## config.mk

```make
export PLATFORM = sky130hd
export DESIGN_NAME = tick_compare_timer
export DESIGN_NICKNAME = d
export VERILOG_FILES = /design/src/rtl/tcmp_pkg.sv /design/src/rtl/tcmp_counter.sv /design/src/rtl/tcmp_compare.sv /design/src/rtl/tick_compare_timer.sv
export SDC_FILE = /design/constraint.sdc
export NUM_CORES = 1
export LEC_CHECK = 0
export BUFFER_PORTS_ARGS = -buffer_cell sky130_fd_sc_hd__buf_2
export CORE_UTILIZATION = 30
export DETAILED_ROUTE_END_ITERATION = 7
export HOLD_SLACK_MARGIN = 0.12
export MAX_ROUTING_LAYER = met4
export PLACE_DENSITY = 0.59
export RECOVER_POWER = 100
export SYNTH_ARGS = -nofsm -noshare
export SYNTH_HDL_FRONTEND = slang
export SYNTH_HIERARCHICAL = 1
export SYNTH_SLANG_ARGS = --single-unit
```

## constraint.sdc

```tcl
create_clock -name clk -period 3.92 [get_ports clk]
set_input_delay 0.784 -clock clk [delete_from_list [all_inputs] [get_ports clk]]
set_output_delay 0.784 -clock clk [all_outputs]
set_load 0.03 [all_outputs]
```

## src/rtl/tcmp_pkg.sv

```systemverilog
package tcmp_pkg;

  // What the compare state does on a given clock edge.
  typedef enum logic [1:0] {
    ACT_IDLE = 2'd0,
    ACT_LOAD = 2'd1,
    ACT_FIRE = 2'd2
  } cmp_act_t;

  // One-shot arming state of the compare unit.
  typedef struct packed {
    logic armed;  // a match is still owed for the current compare value
    logic late;   // compare value was already reached when written
  } arm_state_t;

endpackage

```

## src/rtl/tcmp_counter.sv

```systemverilog
module tcmp_counter #(
  parameter int CNT_W = 63
) (
  input  logic             clk,
  input  logic             rst,
  input  logic             tick_en,
  input  logic             wr_en,
  input  logic [CNT_W:0]   wr_data,
  output logic [CNT_W-1:0] cnt_q,
  output logic             npt_q,
  output logic [CNT_W-1:0] cnt_inc
);

  localparam logic [CNT_W-1:0] CNT_ONE = {{(CNT_W-1){1'b0}}, 1'b1};
  localparam logic [CNT_W-1:0] CNT_TOP = {CNT_W{1'b1}};

  // Natural modulo-2^CNT_W wrap.
  assign cnt_inc = cnt_q + CNT_ONE;

  always_ff @(posedge clk) begin
    if (rst) begin
      cnt_q <= '0;
      npt_q <= 1'b1;
    end else if (wr_en) begin
      cnt_q <= wr_data[CNT_W-1:0];
      npt_q <= wr_data[CNT_W];
    end else if (tick_en) begin
      cnt_q <= cnt_inc;
    end
  end

  AST_CNT_LOAD: assert property (@(posedge clk) disable iff (rst)
    wr_en |=> ({npt_q, cnt_q} == $past(wr_data)));
  AST_CNT_WRAP: assert property (@(posedge clk) disable iff (rst)
    (tick_en && !wr_en && cnt_q == CNT_TOP) |=> (cnt_q == '0));
  AST_CNT_HOLD: assert property (@(posedge clk) disable iff (rst)
    (!tick_en && !wr_en) |=> ($stable(cnt_q) && $stable(npt_q)));

endmodule

```

## src/rtl/tcmp_compare.sv

```systemverilog
module tcmp_compare
  import tcmp_pkg::*;
#(
  parameter int CNT_W = 63
) (
  input  logic             clk,
  input  logic             rst,
  input  logic             tick_en,
  input  logic             cnt_wr_en,
  input  logic             lim_wr_en,
  input  logic [CNT_W:0]   lim_wr_data,
  input  logic [CNT_W-1:0] cnt_q,
  input  logic [CNT_W-1:0] cnt_inc,
  output logic             match_o
);

  logic [CNT_W-1:0] lim_q;
  logic             dis_q;
  arm_state_t       arm_q;
  cmp_act_t         act;

  logic [CNT_W-1:0] new_lim;
  logic             new_dis;
  logic             new_armed;
  logic             new_late;
  logic             hit;
  logic             fire;

  assign new_lim   = lim_wr_data[CNT_W-1:0];
  assign new_dis   = lim_wr_data[CNT_W];
  assign new_armed = (new_lim != '0) && !new_dis;
  // Compare value not ahead of the counter: owed on the very next tick.
  assign new_late  = (new_lim <= cnt_q);

  assign hit  = arm_q.late || (cnt_inc == lim_q);
  assign fire = arm_q.armed && tick_en && !cnt_wr_en && !lim_wr_en && hit;

  always_comb begin
    if (lim_wr_en)  act = ACT_LOAD;
    else if (fire)  act = ACT_FIRE;
    else            act = ACT_IDLE;
  end

  always_ff @(posedge clk) begin
    if (rst) begin
      lim_q   <= '0;
      dis_q   <= 1'b1;
      arm_q   <= '0;
      match_o <= 1'b0;
    end else begin
      match_o <= fire;
      unique case (act)
        ACT_LOAD: begin
          lim_q       <= new_lim;
          dis_q       <= new_dis;
          arm_q.armed <= new_armed;
          arm_q.late  <= new_armed && new_late;
        end
        ACT_FIRE: begin
          arm_q <= '0;
        end
        default: begin
          arm_q <= arm_q;
        end
      endcase
    end
  end

  AST_DISABLED_QUIET: assert property (@(posedge clk) disable iff (rst)
    (dis_q && !lim_wr_en) |=> !match_o);
  AST_ZERO_QUIET: assert property (@(posedge clk) disable iff (rst)
    ((lim_q == '0) && !lim_wr_en) |=> !match_o);
  AST_PULSE_SINGLE: assert property (@(posedge clk) disable iff (rst)
    match_o |=> !match_o);
  AST_PULSE_ON_TICK: assert property (@(posedge clk) disable iff (rst)
    match_o |-> $past(tick_en && !cnt_wr_en && !lim_wr_en));
  AST_ONE_SHOT: assert property (@(posedge clk) disable iff (rst)
    match_o |-> !arm_q.armed);

endmodule

```

## src/rtl/tick_compare_timer.sv

```systemverilog
module tick_compare_timer #(
  parameter int WORD_W = 64
) (
  input  logic              clk,
  input  logic              rst,
  input  logic              tick_en,
  input  logic              cnt_wr_en,
  input  logic [WORD_W-1:0] cnt_wr_data,
  output logic [WORD_W-1:0] cnt_rd_data,
  input  logic              lim_wr_en,
  input  logic [WORD_W-1:0] lim_wr_data,
  output logic              match_pulse
);

  localparam int CNT_W = WORD_W - 1;

  logic [CNT_W-1:0] cnt_q;
  logic [CNT_W-1:0] cnt_inc;
  logic             npt_q;

  tcmp_counter #(.CNT_W(CNT_W)) u_counter (
    .clk     (clk),
    .rst     (rst),
    .tick_en (tick_en),
    .wr_en   (cnt_wr_en),
    .wr_data (cnt_wr_data),
    .cnt_q   (cnt_q),
    .npt_q   (npt_q),
    .cnt_inc (cnt_inc)
  );

  tcmp_compare #(.CNT_W(CNT_W)) u_compare (
    .clk         (clk),
    .rst         (rst),
    .tick_en     (tick_en),
    .cnt_wr_en   (cnt_wr_en),
    .lim_wr_en   (lim_wr_en),
    .lim_wr_data (lim_wr_data),
    .cnt_q       (cnt_q),
    .cnt_inc     (cnt_inc),
    .match_o     (match_pulse)
  );

  // The flag occupies the bit above the counter, so forcing it is a concatenation.
  assign cnt_rd_data = {npt_q, cnt_q};

  AST_RD_FLAG: assert property (@(posedge clk) disable iff (rst)
    (cnt_wr_en && cnt_wr_data[CNT_W]) |=> cnt_rd_data[CNT_W]);

endmodule

```

==> impl_metrics.json, run 1 <==
{
  "final_cell_mix": "157 x nor2_1, 132 x buf_2, 130 x dfxtp_1",
  "switching_power_w": 0.00137,
  "postSynthCellCount": 1179,
  "violations": "max-capacitance violations, max-slew violations",
  "num_rows": 64,
  "wl_met1_um": 19300,
  "groute.usage.overall_pct": 25.1,
  "cts.sinks": 130,
  "slowest_delay_ps": 630,
  "wirelength_um": 40200,
  "start_kind": "flip-flop",
  "route.met3.wl_um": 2770,
  "start_util_pct": 30.8,
  "syn_nets": 1376,
  "combPwrFrac_pct": 22.4,
  "peakVddDrop_uv": 303,
  "r2r_slack_ps": 190,
  "min_period_ps": 3730,
  "port_buffers": 197,
  "clockPowerShare_pct": 40.0,
  "cts_max_path_buffers": 2,
  "dr.pass1.iters": 7,
  "cp_slowest_cell": "dfxtp_1",
  "die_area_um2": 32600,
  "post-route-period-util_pct": 95.1,
  "worstPathMaxFanout": 9,
  "area_growth_pct": 22.7,
  "internal_power_w": 0.00271,
  "postCtsResizedCells": 0,
  "power.leakage_nw": 4.99,
  "ctsHtreeMaxLevel": 4,
  "reg2reg_depth": 12,
  "end_kind": "flip-flop",
  "syn_avg_cell_area_um2": 8.10,
  "hp-class": "reg2reg",
  "r2r_start": "u_counter/cnt_q[36]$_SDFFE_PP0P_",
  "viasPerCell": 5.44,
  "grt_pass1_wl_um": 58600,
  "synthFlopType": "dfxtp_1",
  "seq_area_frac_synth_pct": 27.2,
  "powerDensity_nw_per_um2": 348,
  "ys_warn_count": 6,
  "skew_ps": 12.7,
  "antenna_found_initial": 0,
  "cts-root-buf": "clkbuf_16",
  "synth_edf_count": 0,
  "ys_ff_latch": 130,
  "seq_power_share_pct": 37.5,
  "fmax_mhz": 268,
  "place_congestion": 0.972,
  "cts_hold_buf": 0,
  "grt_max_degree": 59,
  "arrival_ps": 4020,
  "final_layout_size_suffix_gt1_share_pct": 17.6,
  "synth-async-reset-ratio_pct": 0,
  "netSwitchingFraction_pct": 33.5,
  "drc_errors": 0,
  "netlist-cell-type-count": 64,
  "core-area_um2": 31000,
  "dr_wl_met2_um": 17200,
  "status": "complete, but fails checks",
  "nets": 1591,
  "syn_area_um2": 9560,
  "vias": 9810,
  "finalHoldWorstSlack_ps": 522,
  "clkTransAtPathRegs_ps": 60,
  "drt_iter0_drc": 840,
  "preCtsSetupSlack_ps": 300,
  "die_h_um": 180,
  "crit_required_ps": 4210,
  "grt_pass1_vias": 9184,
  "worstSetupPathType": "reg2reg",
  "slew-limit-headroom_pct": -85.5,
  "rsz0062_at_grt": "false",
  "tightest_slew_ps": 2780,
  "worst_slack_ps": 190,
  "die_x_um": 180,
  "setup_viol": 0,
  "tritoncts": "built",
  "final_common_cell": "nor2_1",
  "path_cells": "nand4_1 > or3_1 > or4_1 > nor3_1 > xor2_1 > xor2_1 > nor4_1 > nand4_1 > nor4_1 > o21ai_0 > a31oi_1 > nor2_1",
  "startpoint": "u_counter/cnt_q[36]$_SDFFE_PP0P_",
  "top_layer": "met4",
  "wl_per_cell_um": 22.3,
  "tns_ps": 0,
  "io_pins": 198,
  "grt_remaining_overflow": 0,
  "r2r_end": "u_compare/arm_q[1]$_SDFFE_PP0P_",
  "maxCapViolations": 2,
  "clk_latency_ps": 440,
  "post_cts_buffers": 0,
  "hpwl_um": 32500,
  "hold_viol_final": 0,
  "endpoint": "u_compare/arm_q[1]$_SDFFE_PP0P_",
  "cts_made_buffers": 17,
  "ant_nets": 0,
  "drv_slew": 78
}
sequential cells by signal, summed over array words and instances (netlist names):
register           cells
u_counter/cnt_q       63
u_compare/lim_q       63
u_counter/npt_q        1
u_compare/match_o      1
u_compare/arm_q        2
layout make-up:
class,count,area [um^2]
Fill cell,3270,19300
Multi-Input combinational cell,904,6380
Sequential cell,130,2600
Timing Repair Buffer,258,1350
Tap cell,396,495
Clock buffer,19,453
Inverter,83,312
Clock inverter,13,135
Antenna cell,1,2.50
kinds of logic (layout without fill, tap and decap cells):
logic type / count (synthesis) / count (layout) / synth area share, %
mux: 64 / 64 / 6.70
flops: 130 / 130 / 27.2
simple gates: 472 / 472 / 26.6
buf+inv: 145 / 373 / 6.02
fa+ha+maj: 64 / 64 / 8.38
other cells: 0 / 1 / 0
xor+xnor: 156 / 156 / 14.3
compound gates: 148 / 148 / 10.8
metal layers:
layer	up-vias	global-route usage [%]
li1	4666	-
met1	4652	35.3
met2	434	36.4
met3	58	3.74
met4	0	7.97
met5	-	-
worst min path at each step:
| stage | to | depth (start not counted) | startpoint | slack, ps |
|---|---|---|---|---|
| detailed placement | u_compare/lim_q[10]$_SDFFE_PP0N_ | 2 | u_compare/lim_q[10]$_SDFFE_PP0N_ | 510 |
| global route | u_compare/lim_q[10]$_SDFFE_PP0N_ | 2 | u_compare/lim_q[10]$_SDFFE_PP0N_ | 530 |
| floorplan | u_compare/arm_q[1]$_SDFFE_PP0P_ | 2 | u_compare/arm_q[1]$_SDFFE_PP0P_ | 460 |
| CTS | u_compare/lim_q[10]$_SDFFE_PP0N_ | 2 | u_compare/lim_q[10]$_SDFFE_PP0N_ | 520 |
| global placement | u_compare/lim_q[1]$_SDFFE_PP0N_ | 2 | u_compare/lim_q[1]$_SDFFE_PP0N_ | 500 |
| finish | u_compare/lim_q[9]$_SDFFE_PP0N_ | 2 | u_compare/lim_q[9]$_SDFFE_PP0N_ | 520 |
metrics by stage:
step / std cells / power, W / utilization [%] / area [um^2]
final: 1804 / 0.00408 / 37.8 / 11700
after global routing: 1803 / 0.00423 / 37.8 / 11700
after CTS: 1803 / 0.00409 / 38.2 / 11800
after detailed placement: 1771 / 0.00246 / 36.3 / 11200
after global placement: 1771 / 0.00246 / 36.3 / 11200
after floorplan: 1179 / 0.00207 / - / 9560
power groups by stage:
stage                     Sequential [W]  Combinational, W  Clock [W]
final                            0.00153          0.000915    0.00163
after global routing             0.00154          0.000989    0.00170
after CTS                        0.00152          0.000916    0.00165
after detailed placement         0.00155          0.000911          0
after global placement           0.00155          0.000903          0
after floorplan                  0.00161          0.000457          0
synth_stat cells (9+ instances only):
cell type  count  share of area [%]
or3_1         21                1.4
mux2i_1       64                6.7
buf_2         19                1.0
xor2_1       108                9.9
nor4_1        48                3.1
nor2_1       157                6.2
or4_1         15                1.2
inv_1         81                3.2
a311oi_1      25                2.3
nand4_1       58                3.8
dfxtp_1      130                 27
a211oi_1      23                1.8
xnor2_1       48                4.4
and4_1        11                1.0
nand3_1       48                2.5
o21ai_0       22                1.2
a21oi_1       34                1.8
nor3_1        22                1.2
ha_1          64                8.4
clkbuf_1      34                1.3
nand2_1       53                2.1
o31ai_1        9               0.71
critical path, delay by kind of cell, from the launching register on:
family | cells | cell delay, ps
AND/OR/NAND/NOR | 8 | 2190
flip-flops | 1 | 630
AO/OA/AOI/OAI | 2 | 380
XOR/XNOR | 2 | 360
Power figures use the tool's default switching activity.
==> run 2: changes to the inputs <==
--- a/config.mk
+++ b/config.mk
@@ -7,4 +7,5 @@
 export LEC_CHECK = 0
 export BUFFER_PORTS_ARGS = -buffer_cell sky130_fd_sc_hd__buf_2
+export CORE_ASPECT_RATIO = 1.4
 export CORE_UTILIZATION = 30
 export DETAILED_ROUTE_END_ITERATION = 7
==> constraint.sdc (replaced) <==
create_clock -name clk -period 3.92 [get_ports clk]
set_input_delay 0.392 -clock clk [delete_from_list [all_inputs] [get_ports clk]]
set_output_delay 0.392 -clock clk [all_outputs]
set_load 0.03 [all_outputs]
==> run 2 against run 1 <==
Against the previous run: the run still ends with max-capacitance violations, max-slew violations left; core utilization shrank 0.70 points; highest routed layer unchanged; worst hold slack lost 370 ps; routed wire length grew 2.8%; flip-flop and latch count is the same; via count grew 0.86%; largest cell class unchanged; setup slack gained 9.8 ps; maximum frequency grew 0.26%; global-route usage grew 1.1 points; non-clock buffer count shrank 6; combinational power is essentially flat; critical path depth grew 1.
==> impl_metrics.json, run 2 (synthesized netlist as in run 1, its figures left out) <==
{
  "port_buffers": 197,
  "vias": 9894,
  "clk_latency_ps": 440,
  "power.leakage_nw": 4.97,
  "skew_ps": 14.6,
  "dpl_cell_area_um2": 11200,
  "worstPathMaxFanout": 9,
  "arrival_ps": 4040,
  "cts-root-buf": "clkbuf_16",
  "antennaDiodeCount": 0,
  "core-area_um2": 31500,
  "drc_errors": 0,
  "crit_required_ps": 4240,
  "final_cell_mix": "157 x nor2_1, 134 x buf_2, 126 x dfxtp_1",
  "start_util_pct": 30.3,
  "die_x_um": 153,
  "dr.pass1.iters": 8,
  "wirelength_um": 41300,
  "fin_cells": 1796,
  "ant_nets": 0,
  "final_common_cell": "nor2_1",
  "groute.usage.overall_pct": 26.1,
  "hp-class": "in2reg",
  "combPwrFrac_pct": 22.0,
  "cts_made_buffers": 17,
  "drv_slew": 82,
  "grt_max_degree": 88,
  "viasPerCell": 5.51,
  "internal_power_w": 0.00282,
  "grt_pass1_vias": 9558,
  "fmax_mhz": 269,
  "postCtsResizedCells": 0,
  "min_period_ps": 3720,
  "slew-limit-headroom_pct": -61.0,
  "rsz0062_at_grt": "false",
  "tritoncts": "built",
  "area_growth_pct": 22.4,
  "post_cts_buffers": 0,
  "grt_pass1_wl_um": 59900,
  "drt_iter0_drc": 725,
  "nets": 1585,
  "seq_power_share_pct": 36.6,
  "grt_remaining_overflow": 0,
  "final_layout_size_suffix_gt1_share_pct": 17.2,
  "num_rows": 77,
  "hold_viol_final": 0,
  "clkTransAtPathRegs_ps": 60,
  "hpwl_um": 33100,
  "switching_power_w": 0.00134,
  "status": "complete, but fails checks",
  "die_h_um": 213,
  "reg_top3": "u_compare/lim_q: 63 flops, u_counter/cnt_q: 63 flops, u_compare/arm_q: 2 flops",
  "antenna_found_initial": 0,
  "cts_hold_buf": 0,
  "wl_per_cell_um": 23.0,
  "setup_viol": 0,
  "clockPowerShare_pct": 41.3,
  "io_pins": 198,
  "die_area_um2": 32600,
  "powerDensity_nw_per_um2": 356,
  "start_kind": "flip-flop",
  "finalHoldWorstSlack_ps": 152,
  "maxCapViolations": 2,
  "ctsHtreeMaxLevel": 4,
  "post-route-period-util_pct": 94.9,
  "path_cells": "nand4_1 > clkbuf_1 > nor4_4 > nand3_1 > nor2_1 > xor2_1 > xor2_1 > nor4_1 > nand4_1 > nor4_1 > o21ai_0 > a31oi_1 > nor2_1",
  "violations": "max-capacitance violations, max-slew violations",
  "cts.sinks": 130,
  "place_congestion": 0.991,
  "worstSetupPathType": "reg2reg",
  "end_kind": "flip-flop",
  "r2r_slack_ps": 200,
  "peakVddDrop_uv": 252,
  "cp_slowest_cell": "dfxtp_1",
  "slowest_delay_ps": 580,
  "finish.instance_area_um2": 11700,
  "dp.cells": 1764,
  "cts_max_path_buffers": 2,
  "tns_ps": 0,
  "netSwitchingFraction_pct": 32.3,
  "tightest_slew_ps": 2410,
  "n_fill_cell": 3335
}
run 2: cell count changes in the layout (fill, tap and decap cells not counted), moves of 2 or more:
| cell | previous run | this run |
|---|---|---|
| buf_4 | 56 | 48 |
| clkbuf_1 | 67 | 72 |
| dfxtp_1 | 130 | 126 |
| dfxtp_2 | 0 | 4 |
| clkinv_4 | 3 | 0 |
| buf_2 | 132 | 134 |
| bufinv_16 | 2 | 4 |
| clkbuf_2 | 2 | 0 |
run 2: final timing paths:
check	start	end	cells past startpoint
max	u_counter/cnt_q[15]$_SDFFE_PP0P_	u_compare/arm_q[1]$_SDFFE_PP0P_	13
max reg2reg	u_counter/cnt_q[15]$_SDFFE_PP0P_	u_compare/arm_q[1]$_SDFFE_PP0P_	13
min reg2reg	u_compare/arm_q[1]$_SDFFE_PP0P_	u_compare/arm_q[1]$_SDFFE_PP0P_	2
min	cnt_wr_data[63]	u_counter/npt_q$_SDFFE_PP1P_	2
run 2: cell type report:
class	count	area, um^2	share of cell area, %
multi-input cells	904	6370	54.4
repair buffers	252	1310	11.2
inverters	83	312	2.66
clock buffers	21	450	3.85
flip-flops and latches	130	2610	22.3
clock inverters	11	160	1.37
well taps	395	494	4.22
run 2: critical path: cells and delay by family, from the launching register on:
family                 cells  cell delay, ps
AO/OA/AOI/OAI              2             360
XOR/XNOR                   2             300
buffers and inverters      1             240
flip-flops                 1             580
AND/OR/NAND/NOR            8            2100
run 2: power groups by stage:
stage          clock [W]  sequential, W  combinational (W)
2_1_floorplan          0        0.00161           0.000457
3_3_place_gp           0        0.00155           0.000913
3_5_place_dp           0        0.00155           0.000920
4_1_cts          0.00174        0.00152           0.000927
5_1_grt          0.00180        0.00153           0.000992
6_report         0.00172        0.00153           0.000917
run 2: stage by stage:
stage               worst slack, ps  total power (W)  util (%)
floorplan                       339          0.00207         -
global placement                195          0.00246      35.6
finish                          200          0.00416      37.1
detailed placement              249          0.00247      35.6
global route                   7.64          0.00433      37.1
CTS                             213          0.00419      37.5
run 2: routing by layer:
metal	GRT usage (%)	vias to the layer above	part of all wire, %
met5	-	-	0
met4	15.6	0	5.8
met3	3.67	107	5.6
met2	46.3	443	50
met1	27.8	4694	38
li1	-	4650	-
